## src/rtl/rtc_cal_pkg.sv

```systemverilog
package rtc_cal_pkg;
    localparam int unsigned VAL_W  = 7;
    localparam int unsigned BYTE_W = 8;
    localparam int unsigned NUM_FIELDS = 8;
    localparam int unsigned SEL_W  = $clog2(NUM_FIELDS);

    localparam logic [SEL_W-1:0] FLD_SEC  = 3'd0;
    localparam logic [SEL_W-1:0] FLD_MIN  = 3'd1;
    localparam logic [SEL_W-1:0] FLD_HOUR = 3'd2;
    localparam logic [SEL_W-1:0] FLD_WDAY = 3'd3;
    localparam logic [SEL_W-1:0] FLD_MDAY = 3'd4;
    localparam logic [SEL_W-1:0] FLD_MON  = 3'd5;
    localparam logic [SEL_W-1:0] FLD_YEAR = 3'd6;
    localparam logic [SEL_W-1:0] FLD_CENT = 3'd7;

    typedef struct packed {
        logic [VAL_W-1:0] sec;
        logic [VAL_W-1:0] min;
        logic [VAL_W-1:0] hour;
        logic [VAL_W-1:0] wday;
        logic [VAL_W-1:0] mday;
        logic [VAL_W-1:0] mon;
        logic [VAL_W-1:0] year;
        logic [VAL_W-1:0] cent;
    } cal_t;

    typedef enum logic {ST_COUNT, ST_FROZEN} cal_state_e;

    function automatic logic [BYTE_W-1:0] bin2bcd(input logic [VAL_W-1:0] v);
        logic [BYTE_W-1:0] r;
        r = {1'b0, v};
        return ((r / 8'd10) << 4) | (r % 8'd10);
    endfunction

    function automatic logic [VAL_W-1:0] bcd2bin(input logic [BYTE_W-1:0] b);
        return 7'({4'd0, b[7:4]} * 8'd10 + {4'd0, b[3:0]});
    endfunction

    function automatic logic leap_year(input logic [VAL_W-1:0] yr,
                                       input logic [VAL_W-1:0] ce);
        return (yr[1:0] == 2'd0) && ((yr != '0) || (ce[1:0] == 2'd0));
    endfunction

    function automatic logic [VAL_W-1:0] month_len(input logic [VAL_W-1:0] mo,
                                                   input logic leap);
        case (mo)
            7'd2:                    return leap ? 7'd29 : 7'd28;
            7'd4, 7'd6, 7'd9, 7'd11: return 7'd30;
            default:                 return 7'd31;
        endcase
    endfunction
endpackage

```

## src/rtl/rtc_cal_advance.sv

```systemverilog
module rtc_cal_advance
    import rtc_cal_pkg::*;
(
    input  cal_t cur,
    output cal_t nxt
);
    logic sec_w, min_w, hr_w, mday_w, mon_w, year_w;
    logic [VAL_W-1:0] last_day;

    always_comb begin
        last_day = month_len(cur.mon, leap_year(cur.year, cur.cent));
        sec_w  = cur.sec  >= 7'd59;
        min_w  = cur.min  >= 7'd59;
        hr_w   = cur.hour >= 7'd23;
        mday_w = cur.mday >= last_day;
        mon_w  = cur.mon  >= 7'd12;
        year_w = cur.year >= 7'd99;

        nxt = cur;
        nxt.sec = sec_w ? '0 : cur.sec + 7'd1;
        if (sec_w) begin
            nxt.min = min_w ? '0 : cur.min + 7'd1;
            if (min_w) begin
                nxt.hour = hr_w ? '0 : cur.hour + 7'd1;
                if (hr_w) begin
                    nxt.wday = (cur.wday >= 7'd7) ? 7'd1 : cur.wday + 7'd1;
                    nxt.mday = mday_w ? 7'd1 : cur.mday + 7'd1;
                    if (mday_w) begin
                        nxt.mon = mon_w ? 7'd1 : cur.mon + 7'd1;
                        if (mon_w) begin
                            nxt.year = year_w ? '0 : cur.year + 7'd1;
                            if (year_w)
                                nxt.cent = (cur.cent >= 7'd99) ? '0 : cur.cent + 7'd1;
                        end
                    end
                end
            end
        end
    end
endmodule

```

## src/rtl/rtc_cal_load.sv

```systemverilog
module rtc_cal_load
    import rtc_cal_pkg::*;
(
    input  cal_t              cur,
    input  logic [SEL_W-1:0]  sel,
    input  logic [BYTE_W-1:0] data,
    input  logic              bin_mode,
    input  logic              h24_mode,
    output cal_t              loaded
);
    logic [VAL_W-1:0]  plain_v, hour_raw, hour_v;
    logic [BYTE_W-1:0] hour_src;

    always_comb begin
        plain_v  = bin_mode ? data[6:0] : bcd2bin(data);
        hour_src = h24_mode ? data : {1'b0, data[6:0]};
        hour_raw = bin_mode ? hour_src[6:0] : bcd2bin(hour_src);
        if (h24_mode)
            hour_v = hour_raw;
        else
            hour_v = ((hour_raw == 7'd12) ? 7'd0 : hour_raw) + (data[7] ? 7'd12 : 7'd0);

        loaded = cur;
        unique case (sel)
            FLD_SEC:  loaded.sec  = plain_v;
            FLD_MIN:  loaded.min  = plain_v;
            FLD_HOUR: loaded.hour = hour_v;
            FLD_WDAY: loaded.wday = plain_v;
            FLD_MDAY: loaded.mday = plain_v;
            FLD_MON:  loaded.mon  = plain_v;
            FLD_YEAR: loaded.year = plain_v;
            FLD_CENT: loaded.cent = plain_v;
        endcase
    end
endmodule

```

## src/rtl/rtc_field_enc.sv

```systemverilog
module rtc_field_enc
    import rtc_cal_pkg::*;
#(
    parameter bit HOUR_FIELD = 1'b0
) (
    input  logic [VAL_W-1:0]  val,
    input  logic              bin_mode,
    input  logic              h24_mode,
    output logic [BYTE_W-1:0] byte_o
);
    logic [VAL_W-1:0]  h12;
    logic              pm;
    logic [BYTE_W-1:0] plain_b, h12_b;

    always_comb begin
        pm      = val >= 7'd12;
        h12     = (val == 7'd0) ? 7'd12 : (pm && val != 7'd12) ? val - 7'd12 : val;
        plain_b = bin_mode ? {1'b0, val} : bin2bcd(val);
        h12_b   = (bin_mode ? {1'b0, h12} : bin2bcd(h12)) | {pm, 7'd0};
        byte_o  = (HOUR_FIELD && !h24_mode) ? h12_b : plain_b;
    end
endmodule

```

## src/rtl/rtc_calendar_core.sv

```systemverilog
module rtc_calendar_core
    import rtc_cal_pkg::*;
#(
    parameter int unsigned RST_CENT = 20,
    parameter int unsigned RST_YEAR = 0,
    parameter int unsigned RST_MON  = 1,
    parameter int unsigned RST_MDAY = 1,
    parameter int unsigned RST_WDAY = 7
) (
    input  logic       clk,
    input  logic       rst_n,
    input  logic       tick,
    input  logic       freeze,
    input  logic       bin_mode,
    input  logic       h24_mode,
    input  logic       ld_en,
    input  logic [2:0] ld_sel,
    input  logic [7:0] ld_data,
    output logic [7:0] sec_o,
    output logic [7:0] min_o,
    output logic [7:0] hour_o,
    output logic [7:0] wday_o,
    output logic [7:0] mday_o,
    output logic [7:0] mon_o,
    output logic [7:0] year_o,
    output logic [7:0] cent_o
);
    localparam cal_t RST_CAL = '{sec: '0, min: '0, hour: '0,
                                 wday: 7'(RST_WDAY), mday: 7'(RST_MDAY),
                                 mon: 7'(RST_MON), year: 7'(RST_YEAR),
                                 cent: 7'(RST_CENT)};

    cal_state_e state, state_nxt;
    cal_t cal, cal_adv, cal_ld;

    rtc_cal_advance u_adv (.cur(cal), .nxt(cal_adv));

    rtc_cal_load u_ld (
        .cur(cal), .sel(ld_sel), .data(ld_data),
        .bin_mode(bin_mode), .h24_mode(h24_mode), .loaded(cal_ld)
    );

    always_comb begin
        unique case (state)
            ST_COUNT:  state_nxt = freeze ? ST_FROZEN : ST_COUNT;
            ST_FROZEN: state_nxt = freeze ? ST_FROZEN : ST_COUNT;
        endcase
    end

    always_ff @(posedge clk) begin
        if (!rst_n) state <= ST_COUNT;
        else        state <= state_nxt;
    end

    always_ff @(posedge clk) begin
        if (!rst_n) begin
            cal <= RST_CAL;
        end else begin
            unique case (state)
                ST_COUNT:  if (tick)  cal <= cal_adv;
                ST_FROZEN: if (ld_en) cal <= cal_ld;
            endcase
        end
    end

    logic [VAL_W-1:0]  fval  [NUM_FIELDS];
    logic [BYTE_W-1:0] fbyte [NUM_FIELDS];

    always_comb begin
        fval[0] = cal.sec;  fval[1] = cal.min;  fval[2] = cal.hour; fval[3] = cal.wday;
        fval[4] = cal.mday; fval[5] = cal.mon;  fval[6] = cal.year; fval[7] = cal.cent;
    end

    for (genvar g = 0; g < NUM_FIELDS; g++) begin : g_enc
        rtc_field_enc #(.HOUR_FIELD(g == 2)) u_enc (
            .val(fval[g]), .bin_mode(bin_mode), .h24_mode(h24_mode), .byte_o(fbyte[g])
        );
    end

    always_comb begin
        sec_o  = fbyte[0]; min_o  = fbyte[1]; hour_o = fbyte[2]; wday_o = fbyte[3];
        mday_o = fbyte[4]; mon_o  = fbyte[5]; year_o = fbyte[6]; cent_o = fbyte[7];
    end

    assert_frozen_hold_R9: assert property (@(posedge clk) disable iff (!rst_n)
        (state == ST_FROZEN && !ld_en) |=> $stable(cal));

    assert_idle_hold_R10: assert property (@(posedge clk) disable iff (!rst_n)
        (state == ST_COUNT && !tick) |=> $stable(cal));

    assert_sec_step_R2: assert property (@(posedge clk) disable iff (!rst_n)
        (state == ST_COUNT && tick && cal.sec < 7'd59)
        |=> (cal.sec == $past(cal.sec) + 7'd1) && $stable(cal.min));

    assert_cent_hold_R7: assert property (@(posedge clk) disable iff (!rst_n)
        (state == ST_COUNT && tick && cal.year != 7'd99) |=> $stable(cal.cent));
endmodule

```

## config.mk

```make
export PLATFORM = sky130hd
export DESIGN_NAME = rtc_calendar_core
export DESIGN_NICKNAME = d
export VERILOG_FILES = /design/src/rtl/rtc_cal_pkg.sv /design/src/rtl/rtc_cal_advance.sv /design/src/rtl/rtc_cal_load.sv /design/src/rtl/rtc_field_enc.sv /design/src/rtl/rtc_calendar_core.sv
export SDC_FILE = /design/constraint.sdc
export NUM_CORES = 1
export LEC_CHECK = 0
export BUFFER_PORTS_ARGS = -buffer_cell sky130_fd_sc_hd__buf_2
export CAP_MARGIN = 40
export CORE_ASPECT_RATIO = 0.5
export CORE_MARGIN = 5
export CORE_UTILIZATION = 25
export CTS_CLUSTER_SIZE = 10
export DETAILED_ROUTE_END_ITERATION = 10
export GPL_TIMING_DRIVEN = 0
export PLACE_DENSITY = 0.47
export SLEW_MARGIN = 5
export SYNTH_ARGS = -nofsm -noshare
export SYNTH_HDL_FRONTEND = slang
export SYNTH_SLANG_ARGS = --single-unit
```

## constraint.sdc

```tcl
create_clock -name clk -period 10.6 [get_ports clk]
set_input_delay 0.53 -clock clk [delete_from_list [all_inputs] [get_ports clk]]
set_output_delay 0.53 -clock clk [all_outputs]
set_load 0.05 [all_outputs]
```

==> flow_summary.ini <==
[synthesis]
yosysSeqAreaShare_pct = 12.9
syn-num-nets = 1404
netlist_area_sq_um = 8850
synth_flop_cell = dfxtp_1
yosys_warnings = 0
synth-edff-count = 0
synth_cell_types = 76
synth_cells = 1324
ys_async_sr_fraction_pct = 0
syn_area_per_cell_sq_um = 6.69
synth-seq-cells = 57

[power]
powerDensity_nw_per_um2 = 70.4
power_mw = 0.723
leakagePower_nw = 4.02
ir_worst_vdd_mv = 0.0574

[setup_path]
ff2ff_path_depth = 8
crit_fanout = 10
startpoint_type = register
cp_cell_sequence = clkbuf_1, inv_1, ha_1, and2_1, nand2_1, and3_4, clkbuf_1, nand3_1, a21oi_1, a211oi_1, ha_1, a31oi_1, xnor2_1, mux4_2, buf_2
criticalPathCategory = register to primary output
crit_slowest_cell = mux4_2
worstPathArrival_ns = 4.33
cp_slowest_stage_delay_ns = 0.46
end_kind = primary output
cp.required_ns = 10.07

[sta]
fin_ws_ns = 5.74
setup_viol = 0
finalCritPeriodShare_pct = 45.8
drv_slew = 0
fmax_mhz = 206
hold_viol = 0
holdWs_ns = 0.401
period_needed_ns = 4.86
setup_tns_ns = 0
fin_skew_ns = 0.00728
max-slew-margin-rel_pct = 36.2
tightest_slew_ns = 0.932
rsz0062_at_grt = false

[die]
die_area_sq_um = 39500
rows = 48
dieHeight_microns = 143
start_util_pct = 25.5
io_pins = 82
fp.dieW_microns = 276
core_sq_um = 34700

[place]
dpl.cell_count = 1889
place_ws_ns = 5.86
place_congestion = 0.891
dp_hpwl_mm = 25.4
port_buffers = 78

[clock_tree]
cts_root_buf = clkbuf_16
insertion_delay_ns = 0.34
cts_setup_buffers = 0
cts_hold_buffers = 0
clockBufferDepth = 2
cts.sink_count = 57
cts_tree = built
post_cts_resized = 0
htreeDepth = 3
path_clk_slew_ns = 0.06
cts_buffers = 9

[route]
viasPerCell = 5.37
drt_iter0_markers = 817
drt_first_pass_iters = 5
drc = 0
vias = 10221
ant_nets = 0
wl_per_cell_microns = 17.4
wl_mm = 33.2

[grt]
grt_overflow = 0
grt_pass1_vias = 9265
grt.total_usage_pct = 16.1
grt_start_max_net_pins = 12
grt_antenna_before_repair = 0
grt_pass1_wl_mm = 52.2

[layout]
area_delta_synth_final_pct = 16.0
fin_cells = 1905
nets = 1505
drive_gt1_share_pct = 9.79
num_antenna_cells = 0

[run_status]
status = completed

[worst_hold_path]
holdPathStages = 2
hold_path.class = input pin to register

[run]
maxCapViolCount = 0
==> through the flow <==
step           instance area, sq um  utilization [%]
6_report                      10300             29.6
5_1_grt                       10300             29.6
4_1_cts                       10300             29.6
3_5_place_dp                   9960             28.7
3_3_place_gp                   9840             28.3
2_1_floorplan                  8850                -
==> flip-flops by register name, summed over array words and instances (netlist names) <==
signal,count
cal,56
state,1
==> path summary, 6_finish.rpt <==
path | startpoint | end | slack [ns]
worst max-delay path | cal[36]$_SDFFE_PN0P_ | hour_o[3] | 5.74
worst min-delay path | freeze | state$_SDFF_PN0_ | 0.40
worst max register to register | state$_SDFF_PN0_ | cal[7]$_SDFFE_PN0P_ | 6.70
worst min register to register | cal[28]$_SDFFE_PN1P_ | cal[28]$_SDFFE_PN1P_ | 0.61
==> where the power goes <==
group          internal (mW)  switching, mW
Combinational         0.0638          0.135
Sequential             0.217        0.00416
Clock                  0.189          0.114
Total                  0.470          0.253
==> layout make-up <==
class	count	area, sq um
Tap cell	475	594
Sequential cell	57	1140
Clock buffer	10	239
Multi-Input combinational cell	1098	7040
Fill cell	3873	24400
Inverter	64	240
Timing Repair Buffer	90	513
Clock inverter	6	67.6
Buffer	105	434
==> routing by layer <==
metal	vias up	share of wire [%]	track usage, %
met5	-	0	0
met4	0	2.8	4.94
met3	48	5.1	2.04
met2	308	45	26.2
met1	4856	48	22.4
li1	5009	-	-
==> worst max-delay path: cells and delay by family (launching register included) <==
| kind | cells | cell delay [ns] |
|---|---|---|
| buffers and inverters | 4 | 1.20 |
| AND/OR/NAND/NOR | 4 | 0.78 |
| adder cells (fa/ha/maj) | 2 | 0.56 |
| AO/OA/AOI/OAI | 3 | 0.46 |
| multiplexers | 1 | 0.46 |
| flip-flops | 1 | 0.39 |
| XOR/XNOR | 1 | 0.12 |
==> cells in the final DEF, fill, tap and decap left out, drive strengths merged, types with 11 or more instances in the layout <==
master  instances
nor2          144
mux2i          20
a211oi         23
nand3          44
o21ai         127
a21oi          90
a21boi         24
nor2b          54
a221oi         12
clkbuf        102
xor2           15
dfxtp          57
ha             58
xnor2          22
and3           12
nand2         109
and2           16
a21o           15
nor3           34
o211ai         16
buf           103
o22ai          15
a22oi          13
nor3b          11
nand3b         11
inv            63
nand2b         37
o31ai          19
==> Yosys cell counts, types with 34 or more instances <==
library cell  number  share of area (%)
nor3_1            34                1.9
inv_1             63                2.7
nor2_1           144                6.1
clkbuf_1          92                3.9
a21oi_1           90                5.1
dfxtp_1           57                 13
nand3_1           44                2.5
nand2b_1          37                2.6
ha_1              58                8.2
nand2_1          109                4.6
nor2b_1           54                3.8
o21ai_0          127                7.2
==> cell families (layout without fill, tap and decap cells) <==
| kind of cell | after synthesis | in the layout | synth area share [%] |
|---|---|---|---|
| AND/OR/NAND/NOR | 503 | 503 | 28.0 |
| AO/OA/AOI/OAI | 465 | 465 | 34.9 |
| buffers and inverters | 169 | 275 | 7.62 |
| adder cells (fa/ha/maj) | 63 | 63 | 9.21 |
| flip-flops | 57 | 57 | 12.9 |
| XOR/XNOR | 37 | 37 | 3.66 |
| multiplexers | 30 | 30 | 3.79 |
No activity file was read; power rests on OpenSTA's default activity.
